**src/rtl/outer_acc_pkg.sv**
```systemverilog
package outer_acc_pkg;
  localparam int unsigned OA_DIM    = 3;
  localparam int unsigned OA_DATA_W = 16;
  localparam int unsigned OA_COLS   = 64;
  localparam int unsigned OA_ACC_W  = 40;
  localparam int unsigned OA_FRAC_W = 8;
endpackage

```
**src/rtl/oacc_ctrl.sv**
```systemverilog
module oacc_ctrl #(
  parameter int unsigned DIM  = 3,
  parameter int unsigned COLS = 64,
  localparam int unsigned PH_W  = (DIM > 1) ? $clog2(DIM) : 1,
  localparam int unsigned CNT_W = $clog2(COLS + 1)
) (
  input  logic            clk,
  input  logic            rst_n,
  input  logic            start,
  input  logic            col_valid,
  output logic            col_ready,
  output logic            load,
  output logic            busy,
  output logic [PH_W-1:0] phase,
  output logic            done
);
  logic             running_q;
  logic             busy_q;
  logic [PH_W-1:0]  phase_q;
  logic [CNT_W-1:0] cnt_q;
  logic             done_q;
  logic             last_ph;
  logic             last_col;

  assign last_ph   = busy_q && (phase_q == PH_W'(DIM - 1));
  assign last_col  = (cnt_q == CNT_W'(COLS - 1));
  // the final period hands over no further column
  assign col_ready = running_q && (!busy_q || (last_ph && !last_col));
  assign load      = col_valid && col_ready && !start;

  always_ff @(posedge clk or negedge rst_n) begin
    if (!rst_n) begin
      running_q <= 1'b0;
      busy_q    <= 1'b0;
      phase_q   <= '0;
      cnt_q     <= '0;
      done_q    <= 1'b0;
    end else begin
      done_q <= 1'b0;
      if (start) begin
        running_q <= 1'b1;
        busy_q    <= 1'b0;
        phase_q   <= '0;
        cnt_q     <= '0;
      end else begin
        if (last_ph) begin
          if (last_col) begin
            cnt_q     <= '0;
            running_q <= 1'b0;
            done_q    <= 1'b1;
          end else begin
            cnt_q <= cnt_q + 1'b1;
          end
        end
        if (load) begin
          busy_q  <= 1'b1;
          phase_q <= '0;
        end else if (busy_q) begin
          if (last_ph) begin
            busy_q  <= 1'b0;
            phase_q <= '0;
          end else begin
            phase_q <= phase_q + 1'b1;
          end
        end
      end
    end
  end

  assign busy  = busy_q;
  assign phase = phase_q;
  assign done  = done_q;
endmodule

```
**src/rtl/oacc_mulrow.sv**
```systemverilog
module oacc_mulrow #(
  parameter int unsigned DIM    = 3,
  parameter int unsigned DATA_W = 16,
  localparam int unsigned PH_W   = (DIM > 1) ? $clog2(DIM) : 1,
  localparam int unsigned PROD_W = 2 * DATA_W,
  localparam int unsigned VEC_W  = DIM * DATA_W
) (
  input  logic [VEC_W-1:0]      a_vec,
  input  logic [VEC_W-1:0]      b_vec,
  input  logic [PH_W-1:0]       phase,
  output logic [DIM*PROD_W-1:0] prod
);
  logic signed [DATA_W-1:0] a_sel;

  always_comb begin
    a_sel = '0;
    for (int k = 0; k < DIM; k++) begin
      if (phase == PH_W'(k)) a_sel = a_vec[k*DATA_W +: DATA_W];
    end
  end

  for (genvar j = 0; j < DIM; j++) begin : g_mul
    logic signed [DATA_W-1:0] b_el;
    logic signed [PROD_W-1:0] p;
    assign b_el = b_vec[j*DATA_W +: DATA_W];
    assign p    = a_sel * b_el;
    assign prod[j*PROD_W +: PROD_W] = p;
  end
endmodule

```
**src/rtl/oacc_grid.sv**
```systemverilog
module oacc_grid #(
  parameter int unsigned DIM    = 3,
  parameter int unsigned PROD_W = 32,
  parameter int unsigned ACC_W  = 40,
  localparam int unsigned PH_W  = (DIM > 1) ? $clog2(DIM) : 1
) (
  input  logic                      clk,
  input  logic                      rst_n,
  input  logic                      clear,
  input  logic                      en,
  input  logic [PH_W-1:0]           phase,
  input  logic [DIM*PROD_W-1:0]     prod,
  output logic [DIM*DIM*ACC_W-1:0]  acc_flat
);
  for (genvar i = 0; i < DIM; i++) begin : g_row
    for (genvar j = 0; j < DIM; j++) begin : g_pe
      logic signed [ACC_W-1:0]  acc_q;
      logic signed [PROD_W-1:0] p;
      assign p = prod[j*PROD_W +: PROD_W];
      always_ff @(posedge clk or negedge rst_n) begin
        if (!rst_n)                             acc_q <= '0;
        else if (clear)                         acc_q <= '0;
        else if (en && (phase == PH_W'(i)))     acc_q <= acc_q + ACC_W'(p);
      end
      assign acc_flat[(i*DIM+j)*ACC_W +: ACC_W] = acc_q;
    end
  end
endmodule

```
**src/rtl/oacc_readout.sv**
```systemverilog
module oacc_readout #(
  parameter int unsigned DIM    = 3,
  parameter int unsigned ACC_W  = 40,
  parameter int unsigned DATA_W = 16,
  parameter int unsigned FRAC_W = 8,
  localparam int unsigned IDX_W = (DIM > 1) ? $clog2(DIM) : 1
) (
  input  logic [DIM*DIM*ACC_W-1:0] acc_flat,
  input  logic [IDX_W-1:0]         rd_row,
  input  logic [IDX_W-1:0]         rd_col,
  output logic [DATA_W-1:0]        rd_data
);
  localparam logic signed [ACC_W:0] HALF = (ACC_W+1)'(1) << (FRAC_W - 1);
  localparam logic signed [ACC_W:0] MAXV = {{(ACC_W-DATA_W+2){1'b0}}, {(DATA_W-1){1'b1}}};
  localparam logic signed [ACC_W:0] MINV = ~MAXV;

  logic signed [ACC_W-1:0] sel;
  logic signed [ACC_W:0]   ext;
  logic signed [ACC_W:0]   rnd;

  always_comb begin
    sel = '0;
    for (int r = 0; r < DIM; r++) begin
      for (int c = 0; c < DIM; c++) begin
        if (rd_row == IDX_W'(r) && rd_col == IDX_W'(c))
          sel = acc_flat[(r*DIM+c)*ACC_W +: ACC_W];
      end
    end
    ext = {sel[ACC_W-1], sel};
    rnd = (ext + HALF) >>> FRAC_W;
    if (rnd > MAXV)      rd_data = MAXV[DATA_W-1:0];
    else if (rnd < MINV) rd_data = MINV[DATA_W-1:0];
    else                 rd_data = rnd[DATA_W-1:0];
  end
endmodule

```
**src/rtl/outer_acc_array.sv**
```systemverilog
module outer_acc_array
  import outer_acc_pkg::*;
#(
  parameter int unsigned DIM    = OA_DIM,
  parameter int unsigned DATA_W = OA_DATA_W,
  parameter int unsigned COLS   = OA_COLS,
  parameter int unsigned ACC_W  = OA_ACC_W,
  parameter int unsigned FRAC_W = OA_FRAC_W,
  localparam int unsigned VEC_W  = DIM * DATA_W,
  localparam int unsigned IDX_W  = (DIM > 1) ? $clog2(DIM) : 1
) (
  input  logic              clk,
  input  logic              rst_n,
  input  logic              start,
  input  logic              col_valid,
  output logic              col_ready,
  input  logic [VEC_W-1:0]  col_a,
  input  logic [VEC_W-1:0]  col_b,
  output logic              done,
  input  logic [IDX_W-1:0]  rd_row,
  input  logic [IDX_W-1:0]  rd_col,
  output logic [DATA_W-1:0] rd_data
);
  localparam int unsigned PROD_W = 2 * DATA_W;
  localparam int unsigned PH_W   = (DIM > 1) ? $clog2(DIM) : 1;

  logic                     load;
  logic                     busy;
  logic [PH_W-1:0]          phase;
  logic [VEC_W-1:0]         a_q;
  logic [VEC_W-1:0]         b_q;
  logic [DIM*PROD_W-1:0]    prod;
  logic [DIM*DIM*ACC_W-1:0] acc_flat;

  oacc_ctrl #(.DIM(DIM), .COLS(COLS)) ctrl_i (
    .clk(clk), .rst_n(rst_n), .start(start), .col_valid(col_valid),
    .col_ready(col_ready), .load(load), .busy(busy), .phase(phase), .done(done)
  );

  always_ff @(posedge clk or negedge rst_n) begin
    if (!rst_n) begin
      a_q <= '0;
      b_q <= '0;
    end else if (load) begin
      a_q <= col_a;
      b_q <= col_b;
    end
  end

  oacc_mulrow #(.DIM(DIM), .DATA_W(DATA_W)) mul_i (
    .a_vec(a_q), .b_vec(b_q), .phase(phase), .prod(prod)
  );

  oacc_grid #(.DIM(DIM), .PROD_W(PROD_W), .ACC_W(ACC_W)) grid_i (
    .clk(clk), .rst_n(rst_n), .clear(start), .en(busy), .phase(phase),
    .prod(prod), .acc_flat(acc_flat)
  );

  oacc_readout #(.DIM(DIM), .ACC_W(ACC_W), .DATA_W(DATA_W), .FRAC_W(FRAC_W)) rd_i (
    .acc_flat(acc_flat), .rd_row(rd_row), .rd_col(rd_col), .rd_data(rd_data)
  );
endmodule

```
**config.mk**
```make
export PLATFORM = sky130hd
export DESIGN_NAME = outer_acc_array
export DESIGN_NICKNAME = d
export VERILOG_FILES = /design/src/rtl/outer_acc_pkg.sv /design/src/rtl/oacc_ctrl.sv /design/src/rtl/oacc_mulrow.sv /design/src/rtl/oacc_grid.sv /design/src/rtl/oacc_readout.sv /design/src/rtl/outer_acc_array.sv
export SDC_FILE = /design/constraint.sdc
export NUM_CORES = 2
export LEC_CHECK = 0
export BUFFER_PORTS_ARGS = -buffer_cell sky130_fd_sc_hd__buf_2
export CAP_MARGIN = 0
export CORE_ASPECT_RATIO = 0.8
export CORE_MARGIN = 3
export CORE_UTILIZATION = 60
export CTS_CLUSTER_DIAMETER = 30
export DETAILED_ROUTE_END_ITERATION = 8
export PLACE_DENSITY = 0.85
export SYNTH_ARGS = -nofsm -noshare
export SYNTH_HDL_FRONTEND = slang
export SYNTH_HIERARCHICAL = 1
export SYNTH_SLANG_ARGS = --single-unit
```
**constraint.sdc**
```tcl
create_clock -name clk -period 18.7 [get_ports clk]
set_input_delay 0.935 -clock clk [delete_from_list [all_inputs] [get_ports clk]]
set_output_delay 0.935 -clock clk [all_outputs]
set_load 0.01 [all_outputs]
```
==> key figures <==
Status
  • Status: complete, no violations

Routing
  • Wirelength, routed: 227,300 um
  • Vias: 62,910
  • Drt pass-1 iters: 7
  • DR iter-0 viols: 7,024
  • Wire per inst: 23.08 um
  • Via density: 6.389
  • Detail Route Antenna Nets: 0
  • Drt drc: 0

Worst setup path
  • Req. time, crit path: 19,390 ps
  • CP max stage delay: 940 ps
  • Slowest cell on the critical path: fa_1
  • CP max FO: 48
  • Kind of end point of the critical path: flip-flop
  • Startpoint type of the worst setup path: flip-flop
  • R2R Setup Slk: 7720 ps
  • CP top delay family: adder cells
  • Buf/Inv on CP: 4
  • Critical path class: flip-flop to flip-flop
  • Critical Path AT: 11,670 ps
  • Top cell by count, worst path: fa_1

Finish
  • Fin nets: 9,703
  • Reg area: 11,710 um2
  • Most frequent cells in the layout: nand2_1, inv_1, fa_1
  • Most common library cell in the layout ignoring fill and taps: nand2_1
  • Syn-to-layout area delta: 8.091%
  • Fraction of layout cells with a size suffix above 1: 7.576%
  • Fill cells: 9,257
  • Area of the multi-input gates: 54,090 um2

CTS
  • Post CTS Setup Buffer Count: 0
  • CTS tree: yes
  • TritonCTS buffer count: 115
  • CTS sink count: 468
  • Worst-Skew Late Latency: 760 ps
  • H-tree levels: 3
  • Hold-fix buffers at CTS: 0
  • Clock Tree Buf Depth: 3
  • Root buf cell: clkbuf_16
  • Post-CTS Resized: 0
  • Clock transition at path regs: 60 ps

Synthesis
  • Cell taking the most area after synthesis: fa_1
  • Avg Inst Size Synth: 8.550 um2
  • Asr flop ratio synth: 100.0%
  • Synth Flop Type: dfrtp_1
  • Post-synth EDFFs: 0
  • Post-synthesis instance area: 70,930 um2
  • Cell count after synthesis: 8,296
  • Synth top area share: 22.44%
  • Top post-synthesis cells by area: fa_1, dfrtp_1, ha_1
  • Ys Warns: 6
  • Synth cell types: 127
  • Net count after synthesis: 9,794
  • Seq/Total Area, Yosys: 16.51%
  • #FFs+latches synth: 468

GRT
  • Vias in the first global route: 64,050
  • Tot GR Track Use: 37.04%
  • Initial antenna violation count: 3
  • Largest net degree at the start of global routing: 165
  • Grt ovf: 0
  • First-pass GRT wire length: 355,200 um

Flow run
  • Max-cap violations: 0

Die
  • Die area: 122,400 um2
  • Placeable Area: 117,000 um2
  • I/O Pins: 122
  • Core Rows: 112
  • Initial Utilization: 60.62%
  • Width of the die: 390.4 um
  • Die height: 313.5 um

Placed design
  • DP Wirelength: 169,200 um
  • PortBufs: 121
  • Final Wtd Congestion: 1.042
  • Pre-CTS setup slack: 7653 ps

Timing
  • RSZ-0062 raised after global routing: false
  • Clock Skews: 91.19 ps
  • Slew margin rel.: 25.61%
  • Minimum clock period: 10,980 ps
  • Final slew viol count: 0
  • Measured slew at the worst slew-check pin: 1112 ps
  • Setup slack after layout: 7721 ps
  • Final setup violation count: 0
  • Period utilization: 58.71%
  • Hold Fails Final Rpt: 0
  • Setup_tns: 0 ps
  • Fmax: 0.09108 GHz

Min path
  • Worst hold path class: input pin to asynchronous set/reset pin
cell usage after synthesis (all sizes together) (130+ instances only):
| master | instances |
|---|---|
| a21oi | 734 |
| and2 | 406 |
| fa | 795 |
| dfrtp | 468 |
| nand2 | 1194 |
| a21o | 275 |
| xnor2 | 292 |
| clkbuf | 298 |
| nand3 | 145 |
| ha | 599 |
| inv | 957 |
| o21ai | 288 |
| xor2 | 130 |
| nor2 | 336 |
cells by family after synthesis:
kind of cell               Yosys count  share of synthesized area (%)
DFF                                468                          16.51
AOI/OAI and AO/OA                 1939                          17.70
buffers and inverters             1354                          7.578
muxes                              154                          2.570
xor gates and xnor gates           422                          5.211
and+or+nand+nor                   2565                          17.43
adders and majority gates         1394                          33.00
cell type report:
type / instances / share of cell area, %
Timing Repair Buffer: 187 / 1.495
Tap cell: 1539 / 2.511
Multi-Input combinational cell: 6474 / 70.55
Antenna cell: 5 / 0.01632
Clock buffer: 140 / 4.071
Sequential cell: 468 / 15.28
Clock inverter: 74 / 1.384
Inverter: 959 / 4.695
final timing paths:
kind                                       from                           endpoint  cells past startpoint
worst max-delay path            ctrl_i/phase[0]  grid_i/g_row[0].g_pe[0].acc_q[35]                     32
worst min-delay path                      rst_n                            b_q[33]                      1
worst max register to register  ctrl_i/phase[0]  grid_i/g_row[0].g_pe[0].acc_q[35]                     32
worst min register to register          a_q[12]                            a_q[12]                      1
max in group asynchronous                 rst_n  grid_i/g_row[1].g_pe[0].acc_q[15]                      3
min in group clk                       col_b[1]                             b_q[1]                      2
per-stage QoR:
stage          std cells  hold slack [ps]  area [um2]  utilization [%]
2_1_floorplan       8296            475.1       70930                -
3_3_place_gp        9626            489.6       72470            61.93
3_5_place_dp        9627            493.2       72480            61.94
4_1_cts             9841            267.6       76660            65.51
5_1_grt             9841            330.6       76660            65.52
6_report            9846            277.7       76670            65.53
sequential cells by signal, summed over array words and instances, names as in the netlist:
| signal | flops |
|---|---|
| ctrl_i/cnt_q | 7 |
| a_q | 48 |
| ctrl_i/running_q | 1 |
| ctrl_i/busy | 1 |
| ctrl_i/done | 1 |
| ctrl_i/phase | 2 |
| grid_i/g_row.g_pe.acc_q | 360 |
| b_q | 48 |
routing by layer:
layer | part of all wire, % | global-route usage (%) | up-vias
li1 | - | - | 27730
met1 | 40 | 49.69 | 30780
met2 | 43 | 55.45 | 3638
met3 | 12 | 10.64 | 754
met4 | 5.1 | 17.47 | 0
met5 | 0 | 0 | -
worst reg2reg max path, delay by kind of cell, from the launching register on:
family / cells / cell delay (ps)
AO/OA/AOI/OAI: 7 / 1460
XOR/XNOR: 2 / 920
adder cells (fa/ha/maj): 8 / 4290
buffers and inverters: 4 / 800
flip-flops: 1 / 400
AND/OR/NAND/NOR: 11 / 3040
Power is not shown: default switching activity piles up to over one toggle a cycle in this logic, so the estimate is an artifact.
